==> config.mk <==
export PLATFORM = sky130hd
export DESIGN_NAME = updn_pos_counter
export DESIGN_NICKNAME = d
export VERILOG_FILES = /design/src/rtl/updn_pos_pkg.sv /design/src/rtl/updn_pos_regs.sv /design/src/rtl/updn_pos_mask.sv /design/src/rtl/updn_pos_step.sv /design/src/rtl/updn_pos_status.sv /design/src/rtl/updn_pos_counter.sv
export SDC_FILE = /design/constraint.sdc
export NUM_CORES = 1
export LEC_CHECK = 0
export CAP_MARGIN = 40
export CELL_PAD_IN_SITES_DETAIL_PLACEMENT = 2
export CELL_PAD_IN_SITES_GLOBAL_PLACEMENT = 2
export CORE_MARGIN = 3
export CORE_UTILIZATION = 35
export CTS_CLUSTER_SIZE = 16
export DETAILED_ROUTE_END_ITERATION = 8
export DONT_BUFFER_PORTS = 1
export GPL_TIMING_DRIVEN = 0
export PLACE_DENSITY_LB_ADDON = 0.1
export SYNTH_ARGS = -nofsm -noshare
export SYNTH_HDL_FRONTEND = slang
export SYNTH_SLANG_ARGS = --single-unit
==> constraint.sdc <==
create_clock -name clk_i -period 15.7 [get_ports clk_i]
set_input_delay 4.71 -clock clk_i [delete_from_list [all_inputs] [get_ports clk_i]]
set_output_delay 4.71 -clock clk_i [all_outputs]
set_load 0.005 [all_outputs]
==> src/rtl/updn_pos_pkg.sv <==
package updn_pos_pkg;

  typedef enum logic [1:0] {
    CM_FREE   = 2'b00,
    CM_SINGLE = 2'b01,
    CM_RANGE  = 2'b10,
    CM_MODULO = 2'b11
  } cnt_mode_e;

  typedef enum logic [1:0] {
    IX_NONE  = 2'b00,
    IX_LOAD  = 2'b01,
    IX_CLEAR = 2'b10,
    IX_LATCH = 2'b11
  } idx_act_e;

  typedef enum logic [1:0] {
    W_4B = 2'b00,
    W_3B = 2'b01,
    W_2B = 2'b10,
    W_1B = 2'b11
  } width_e;

  // address 0: [3:2] index action, [1:0] behaviour
  typedef struct packed {
    idx_act_e  idx_act;
    cnt_mode_e mode;
  } mode_a_t;

  // address 1: [6] carry en, [5] borrow en, [4] compare en, [3] index en,
  // [2] inhibit, [1:0] width
  typedef struct packed {
    logic   en_cy;
    logic   en_bw;
    logic   en_cmp;
    logic   en_idx;
    logic   inhibit;
    width_e width;
  } mode_b_t;

  localparam int MODE_A_W = $bits(mode_a_t);
  localparam int MODE_B_W = $bits(mode_b_t);

  localparam int ST_IDX = 0;
  localparam int ST_CMP = 1;
  localparam int ST_BW  = 2;
  localparam int ST_CY  = 3;
  localparam int ST_W   = 4;

  localparam logic [1:0] ADDR_MODE_A = 2'd0;
  localparam logic [1:0] ADDR_MODE_B = 2'd1;
  localparam logic [1:0] ADDR_DATA   = 2'd2;

endpackage

==> src/rtl/updn_pos_regs.sv <==
module updn_pos_regs
  import updn_pos_pkg::*;
#(
  parameter int CW = 32
) (
  input  logic          clk_i,
  input  logic          rst_ni,
  input  logic          wr_en_i,
  input  logic [1:0]    wr_addr_i,
  input  logic [CW-1:0] wr_data_i,
  output mode_a_t       mode_a_o,
  output mode_b_t       mode_b_o,
  output logic [CW-1:0] data_o
);

  mode_a_t       mode_a_q, mode_a_d;
  mode_b_t       mode_b_q, mode_b_d;
  logic [CW-1:0] data_q, data_d;
  logic          we_a, we_b, we_data;

  always_comb begin
    we_a     = wr_en_i && (wr_addr_i == ADDR_MODE_A);
    we_b     = wr_en_i && (wr_addr_i == ADDR_MODE_B);
    we_data  = wr_en_i && (wr_addr_i == ADDR_DATA);
    mode_a_d = mode_a_t'(wr_data_i[MODE_A_W-1:0]);
    mode_b_d = mode_b_t'(wr_data_i[MODE_B_W-1:0]);
    data_d   = wr_data_i;
  end

  always_ff @(posedge clk_i or negedge rst_ni) begin
    if (!rst_ni) begin
      mode_a_q <= '0;
      mode_b_q <= '0;
      data_q   <= '0;
    end else begin
      if (we_a)    mode_a_q <= mode_a_d;
      if (we_b)    mode_b_q <= mode_b_d;
      if (we_data) data_q   <= data_d;
    end
  end

  assign mode_a_o = mode_a_q;
  assign mode_b_o = mode_b_q;
  assign data_o   = data_q;

endmodule

==> src/rtl/updn_pos_mask.sv <==
module updn_pos_mask
  import updn_pos_pkg::*;
#(
  parameter int NBYTES = 4
) (
  input  width_e              width_i,
  output logic [8*NBYTES-1:0] mask_o
);

  logic [2:0] sel_bytes;

  always_comb begin
    case (width_i)
      W_4B:    sel_bytes = 3'd4;
      W_3B:    sel_bytes = 3'd3;
      W_2B:    sel_bytes = 3'd2;
      default: sel_bytes = 3'd1;
    endcase
  end

  for (genvar b = 0; b < NBYTES; b++) begin : g_byte
    assign mask_o[b*8 +: 8] = (3'(b) < sel_bytes) ? 8'hFF : 8'h00;
  end

endmodule

==> src/rtl/updn_pos_step.sv <==
module updn_pos_step
  import updn_pos_pkg::*;
#(
  parameter int CW = 32
) (
  input  cnt_mode_e     mode_i,
  input  logic          up_i,
  input  logic [CW-1:0] cur_i,
  input  logic [CW-1:0] limit_i,
  input  logic [CW-1:0] top_i,
  output logic [CW-1:0] nxt_o,
  output logic          carry_o,
  output logic          borrow_o
);

  logic at_top, at_zero, at_limit;

  always_comb begin
    at_top   = (cur_i == top_i);
    at_zero  = (cur_i == '0);
    at_limit = (cur_i >= limit_i);
    nxt_o    = cur_i;
    carry_o  = 1'b0;
    borrow_o = 1'b0;
    case (mode_i)
      CM_RANGE: begin
        if (up_i) begin
          if (at_limit) carry_o = 1'b1;
          else          nxt_o   = cur_i + 1'b1;
        end else begin
          if (at_zero)  borrow_o = 1'b1;
          else          nxt_o    = cur_i - 1'b1;
        end
      end
      CM_MODULO: begin
        if (up_i) begin
          if (at_limit) begin
            nxt_o   = '0;
            carry_o = 1'b1;
          end else begin
            nxt_o   = cur_i + 1'b1;
          end
        end else begin
          if (at_zero) begin
            nxt_o    = limit_i;
            borrow_o = 1'b1;
          end else begin
            nxt_o    = cur_i - 1'b1;
          end
        end
      end
      default: begin
        if (up_i) begin
          if (at_top) begin
            nxt_o   = '0;
            carry_o = 1'b1;
          end else begin
            nxt_o   = cur_i + 1'b1;
          end
        end else begin
          if (at_zero) begin
            nxt_o    = top_i;
            borrow_o = 1'b1;
          end else begin
            nxt_o    = cur_i - 1'b1;
          end
        end
      end
    endcase
  end

endmodule

==> src/rtl/updn_pos_status.sv <==
module updn_pos_status
  import updn_pos_pkg::*;
(
  input  logic            clk_i,
  input  logic            rst_ni,
  input  logic [ST_W-1:0] set_i,
  input  logic            clr_i,
  output logic [ST_W-1:0] status_o
);

  logic [ST_W-1:0] st_q, st_d;
  logic            st_ce;

  always_comb begin
    st_ce = clr_i || (set_i != '0);
    st_d  = (clr_i ? '0 : st_q) | set_i;
  end

  always_ff @(posedge clk_i or negedge rst_ni) begin
    if (!rst_ni)    st_q <= '0;
    else if (st_ce) st_q <= st_d;
  end

  assign status_o = st_q;

endmodule

==> src/rtl/updn_pos_counter.sv <==
module updn_pos_counter
  import updn_pos_pkg::*;
#(
  parameter int NBYTES = 4,
  localparam int CW    = 8 * NBYTES
) (
  input  logic            clk_i,
  input  logic            rst_ni,
  input  logic            cnt_en_i,
  input  logic            cnt_up_i,
  input  logic            index_i,
  input  logic            wr_en_i,
  input  logic [1:0]      wr_addr_i,
  input  logic [CW-1:0]   wr_data_i,
  input  logic            host_rst_i,
  input  logic            host_load_i,
  input  logic            host_latch_i,
  input  logic            stat_clr_i,
  output logic [CW-1:0]   cnt_o,
  output logic [CW-1:0]   otr_o,
  output logic [ST_W-1:0] status_o,
  output logic            flag_o
);

  mode_a_t         mode_a;
  mode_b_t         mode_b;
  logic [CW-1:0]   data_raw;
  logic [CW-1:0]   top_mask;
  logic [CW-1:0]   cur, dtr_m;
  logic [CW-1:0]   step_nxt;
  logic            step_cy, step_bw;

  logic [CW-1:0]   cnt_q, cnt_d;
  logic [CW-1:0]   otr_q, otr_d;
  logic            halted_q, halted_d;
  logic            cnt_ce, otr_ce, halted_ce;
  logic            idx_hit, step_ok;
  logic [ST_W-1:0] st_set;
  logic [ST_W-1:0] flag_en;

  updn_pos_regs #(.CW(CW)) regs_i (
    .clk_i     (clk_i),
    .rst_ni    (rst_ni),
    .wr_en_i   (wr_en_i),
    .wr_addr_i (wr_addr_i),
    .wr_data_i (wr_data_i),
    .mode_a_o  (mode_a),
    .mode_b_o  (mode_b),
    .data_o    (data_raw)
  );

  updn_pos_mask #(.NBYTES(NBYTES)) mask_i (
    .width_i (mode_b.width),
    .mask_o  (top_mask)
  );

  assign cur   = cnt_q & top_mask;
  assign dtr_m = data_raw & top_mask;

  updn_pos_step #(.CW(CW)) step_i (
    .mode_i   (mode_a.mode),
    .up_i     (cnt_up_i),
    .cur_i    (cur),
    .limit_i  (dtr_m),
    .top_i    (top_mask),
    .nxt_o    (step_nxt),
    .carry_o  (step_cy),
    .borrow_o (step_bw)
  );

  // Next-state: command priority host reset > host load > index load/clear > step
  always_comb begin
    idx_hit  = index_i && (mode_a.idx_act != IX_NONE);
    step_ok  = cnt_en_i && !mode_b.inhibit && !halted_q;
    cnt_d    = cur;
    halted_d = halted_q;
    st_set   = '0;
    cnt_ce   = 1'b0;

    if (host_rst_i) begin
      cnt_d    = '0;
      halted_d = 1'b0;
      cnt_ce   = 1'b1;
    end else if (host_load_i) begin
      cnt_d    = dtr_m;
      halted_d = 1'b0;
      cnt_ce   = 1'b1;
    end else if (idx_hit && (mode_a.idx_act == IX_LOAD)) begin
      cnt_d    = dtr_m;
      halted_d = 1'b0;
      cnt_ce   = 1'b1;
    end else if (idx_hit && (mode_a.idx_act == IX_CLEAR)) begin
      cnt_d    = '0;
      halted_d = 1'b0;
      cnt_ce   = 1'b1;
    end else if (step_ok) begin
      cnt_d          = step_nxt;
      cnt_ce         = 1'b1;
      st_set[ST_CY]  = step_cy;
      st_set[ST_BW]  = step_bw;
      st_set[ST_CMP] = (step_nxt != cur) && (step_nxt == dtr_m);
      if ((mode_a.mode == CM_SINGLE) && (step_cy || step_bw)) halted_d = 1'b1;
    end

    st_set[ST_IDX] = idx_hit;
    halted_ce      = (halted_d != halted_q);

    otr_ce = host_latch_i || (idx_hit && (mode_a.idx_act == IX_LATCH));
    otr_d  = cur;
  end

  always_ff @(posedge clk_i or negedge rst_ni) begin
    if (!rst_ni) begin
      cnt_q    <= '0;
      otr_q    <= '0;
      halted_q <= 1'b0;
    end else begin
      if (cnt_ce)    cnt_q    <= cnt_d;
      if (otr_ce)    otr_q    <= otr_d;
      if (halted_ce) halted_q <= halted_d;
    end
  end

  updn_pos_status status_i (
    .clk_i    (clk_i),
    .rst_ni   (rst_ni),
    .set_i    (st_set),
    .clr_i    (stat_clr_i),
    .status_o (status_o)
  );

  always_comb begin
    flag_en         = '0;
    flag_en[ST_IDX] = mode_b.en_idx;
    flag_en[ST_CMP] = mode_b.en_cmp;
    flag_en[ST_BW]  = mode_b.en_bw;
    flag_en[ST_CY]  = mode_b.en_cy;
  end

  assign flag_o = |(status_o & flag_en);
  assign cnt_o  = cur;
  assign otr_o  = otr_q;

endmodule

==> reports/summary.json <==
{
  "run_status": "finished clean",
  "synthTopCellsByArea": "sky130_fd_sc_hd__dfrtp_1 24%, sky130_fd_sc_hd__nand2_1 5.6%, sky130_fd_sc_hd__o21ai_0 5.0%",
  "tightestPinTransition_ps": 1140,
  "detailedRoute.firstPassIterationCount": 6,
  "cts_tree": "built",
  "synth.net_count": 1601,
  "cts_post_setup_buffers_inserted": 0,
  "post-dp-hpwl_mm": 62.6,
  "synth_top_area_share_pct": 24.3,
  "drt_wl_total_mm": 79.1,
  "slew_headroom_pct": 23.4,
  "synth_ff_type": "sky130_fd_sc_hd__dfrtp_1",
  "peakVddDrop_v": 0.0000883,
  "io_pins": 113,
  "cts_buffers": 9,
  "count_of_buffers_inserted_at_the_top_level_ports": 0,
  "cts_htree_levels": 3,
  "initialDrtViolationCount": 1989,
  "floorplan.die.width_microns": 187,
  "grt_antenna_before_repair": 3,
  "worst_r2r_src": "regs_i.mode_b_o[1]$_DFFE_PN0P_",
  "syn-cell-area_sq_um": 11500,
  "minimum_setup_slack_among_reg_to_reg_paths_ps": 6090,
  "path_clk_slew_ps": 90,
  "grt_max_degree": 113,
  "power_per_cell_area_nw_per_um2": 132,
  "synth.largest_area_cell": "sky130_fd_sc_hd__dfrtp_1",
  "holdCritStartpoint": "regs_i.data_o[22]$_DFFE_PN0P_",
  "min_path_type": "reg -> reg",
  "cts.root.buffer_cell": "sky130_fd_sc_hd__clkbuf_16",
  "crit-reg2reg-capture": "status_i.status_o[1]$_DFFE_PN0P_",
  "period_minus_slack_ps": 9610,
  "core.rowCount": 65,
  "wire_per_inst_microns": 39.5,
  "gp_routability_congestion": 1.07,
  "cp-end-kind": "flip-flop",
  "grt_setup_unrepaired": "no",
  "critPathMaxFanout": 10,
  "num-nets-final": 1643,
  "vias": 14234,
  "worst-setup-path-type": "reg -> reg",
  "critPathRequiredTime_ps": 16000,
  "synthesis.instances": 1523,
  "fin_clk_skew_ps": 20.1,
  "postSynth.asyncResetShare_pct": 100,
  "synth.ff_latch_count": 112,
  "starting_density_of_the_core_pct": 36.0,
  "final.setup.tns_ps": 0,
  "report.final.setup_viol": 0,
  "post_cts_resize_count": 0,
  "r2r_cells": 22,
  "preCtsSetupSlack_ps": 6210,
  "worstPathArrival_ps": 9910,
  "drcViolationCount": 0,
  "min_delay_endpoint": "regs_i.data_o[22]$_DFFE_PN0P_",
  "syn-mean-instance-area_sq_um": 7.56,
  "crit_path_start_kind": "flip-flop",
  "fp.dieH_microns": 187,
  "holdPathStages": 1,
  "core_region_area_sq_um": 32000,
  "finalCritPeriodShare_pct": 61.2,
  "grt_overflow": 0,
  "synth_sequential_area_ratio_pct": 24.3,
  "post_drt_via_cell_ratio": 7.10,
  "holdBufCountCts": 0,
  "num_antenna_cells": 0,
  "syn_to_final_growth_pct": 10.4,
  "first_global_vias": 14566,
  "setup_slack_ps": 6090,
  "max_freq_ghz": 0.104,
  "slew_viol_final": 0,
  "yosys.cell_types.count": 95,
  "total_leakage_power_nw": 4.97,
  "drive_gt1_share_pct": 10.5,
  "ys_warn_count": 0,
  "die_footprint_sq_um": 35100,
  "clkLatencyLatePin_ps": 410,
  "max_cap_violations": 0,
  "synth_edf_count": 0,
  "finalHoldViolCount": 0,
  "global_route_wire_length_before_repair_mm": 112,
  "grt_usage_pct": 44.2,
  "final_antenna_net_count": 0,
  "bufs_on_longest_clock_path": 2,
  "cts.sink_count": 112
}
-- state kept, by name (all words and copies together), names as in the netlist --
register,count
cnt_q,32
halted_q,1
otr_o,32
regs_i.data_o,32
regs_i.mode_a_o,4
regs_i.mode_b_o,7
status_i.status_o,4
-- cell families after synthesis --
group           after synthesis  synth area share [%]
xor+xnor                     71                  5.40
mux                          63                  6.03
fa+ha+maj                    34                  3.70
simple gates                582                  24.9
compound gates              477                  27.7
buf+inv                     184                  8.00
flops                       112                  24.3
-- final cells by class --
type                            count  area, sq um
Buffer                            127          707
Sequential cell                   112         2800
Inverter                           57          214
Multi-Input combinational cell   1227         7800
Fill cell                        3776        19300
Clock buffer                        9          225
Timing Repair Buffer               31          347
Clock inverter                      6         61.3
Tap cell                          435          544
-- synth_stat cells (8+ instances only) --
library cell	n
sky130_fd_sc_hd__xor2_1	20
sky130_fd_sc_hd__nand3_1	49
sky130_fd_sc_hd__ha_1	34
sky130_fd_sc_hd__o211ai_1	21
sky130_fd_sc_hd__a21o_1	21
sky130_fd_sc_hd__nor2b_1	12
sky130_fd_sc_hd__a21oi_1	99
sky130_fd_sc_hd__mux2i_1	12
sky130_fd_sc_hd__nand2_1	173
sky130_fd_sc_hd__nor4_1	24
sky130_fd_sc_hd__nor3_1	62
sky130_fd_sc_hd__inv_1	49
sky130_fd_sc_hd__clkbuf_8	13
sky130_fd_sc_hd__o21ai_0	115
sky130_fd_sc_hd__nand4_1	28
sky130_fd_sc_hd__dfrtp_1	112
sky130_fd_sc_hd__clkbuf_1	89
sky130_fd_sc_hd__a22oi_1	15
sky130_fd_sc_hd__and4_1	8
sky130_fd_sc_hd__a211oi_1	42
sky130_fd_sc_hd__and2_1	12
sky130_fd_sc_hd__buf_1	8
sky130_fd_sc_hd__or4_1	11
sky130_fd_sc_hd__and3_1	10
sky130_fd_sc_hd__xnor2_1	51
sky130_fd_sc_hd__mux2_2	51
sky130_fd_sc_hd__nor2_1	138
sky130_fd_sc_hd__or3_1	11
sky130_fd_sc_hd__o31ai_1	14
sky130_fd_sc_hd__a31oi_1	27
sky130_fd_sc_hd__a2111oi_0	13
-- routing by layer --
metal / track usage [%] / vias to the layer above / wire length [microns]
li1: - / 5725 / -
met1: 56.9 / 7252 / 31100
met2: 65.5 / 969 / 33000
met3: 12.2 / 284 / 8960
met4: 27.2 / 4 / 5990
met5: 0 / - / 26
-- cell usage in the layout, fill, tap and decap left out, types with 34 or more instances in the layout --
cell type / instances
sky130_fd_sc_hd__nand2_1: 173
sky130_fd_sc_hd__nor2_1: 138
sky130_fd_sc_hd__o21ai_0: 115
sky130_fd_sc_hd__dfrtp_1: 112
sky130_fd_sc_hd__a21oi_1: 99
sky130_fd_sc_hd__clkbuf_1: 89
sky130_fd_sc_hd__nor3_1: 62
sky130_fd_sc_hd__xnor2_1: 51
sky130_fd_sc_hd__mux2_2: 51
sky130_fd_sc_hd__inv_1: 49
sky130_fd_sc_hd__nand3_1: 49
sky130_fd_sc_hd__a211oi_1: 42
sky130_fd_sc_hd__ha_1: 34
-- critical path, cell delays in order, from the launching register on --
cell and delay [ps]:
sky130_fd_sc_hd__dfrtp_1 600, sky130_fd_sc_hd__nor2_1 340, sky130_fd_sc_hd__clkbuf_1 500, sky130_fd_sc_hd__clkbuf_1 520, sky130_fd_sc_hd__clkbuf_1 470, sky130_fd_sc_hd__nand2_1 220
sky130_fd_sc_hd__ha_1 350, sky130_fd_sc_hd__nand4_1 130, sky130_fd_sc_hd__nor3_1 730, sky130_fd_sc_hd__nand4_1 610, sky130_fd_sc_hd__o21ai_4 450, sky130_fd_sc_hd__clkinv_1 460
sky130_fd_sc_hd__buf_2 430, sky130_fd_sc_hd__buf_1 430, sky130_fd_sc_hd__ha_1 430, sky130_fd_sc_hd__o21ai_0 180, sky130_fd_sc_hd__nand2_1 70, sky130_fd_sc_hd__a21boi_0 650
sky130_fd_sc_hd__xor2_1 280, sky130_fd_sc_hd__a311o_1 370, sky130_fd_sc_hd__nor4_1 760, sky130_fd_sc_hd__nand4_1 190, sky130_fd_sc_hd__o32ai_1 300
-- power breakdown --
| part | switching [mW] | internal (mW) |
|---|---|---|
| combinational | 0.747 | 0.294 |
| clock | 0.134 | 0.111 |
| sequential | 0.0592 | 0.332 |
-- per-stage QoR --
stage,power (mW),area [sq um],std cells,util (%),hold WS [ps]
global placement,1.32,12100,1958,37.7,484
detailed placement,1.37,12400,1989,38.9,486
finish,1.68,12700,2004,39.7,504
global route,1.73,12700,2004,39.7,542
CTS,1.63,12700,2004,39.7,505
floorplan,0.929,11500,1523,-,471
-- worst max path at each step --
stage	endpoint	start
floorplan	status_i.status_o[1]$_DFFE_PN0P_	cnt_up_i
global placement	status_i.status_o[1]$_DFFE_PN0P_	cnt_up_i
detailed placement	status_i.status_o[1]$_DFFE_PN0P_	cnt_up_i
CTS	status_i.status_o[1]$_DFFE_PN0P_	regs_i.mode_b_o[1]$_DFFE_PN0P_
global route	status_i.status_o[1]$_DFFE_PN0P_	regs_i.mode_b_o[1]$_DFFE_PN0P_
finish	status_i.status_o[1]$_DFFE_PN0P_	regs_i.mode_b_o[1]$_DFFE_PN0P_
(Power assumes the default switching activity.)
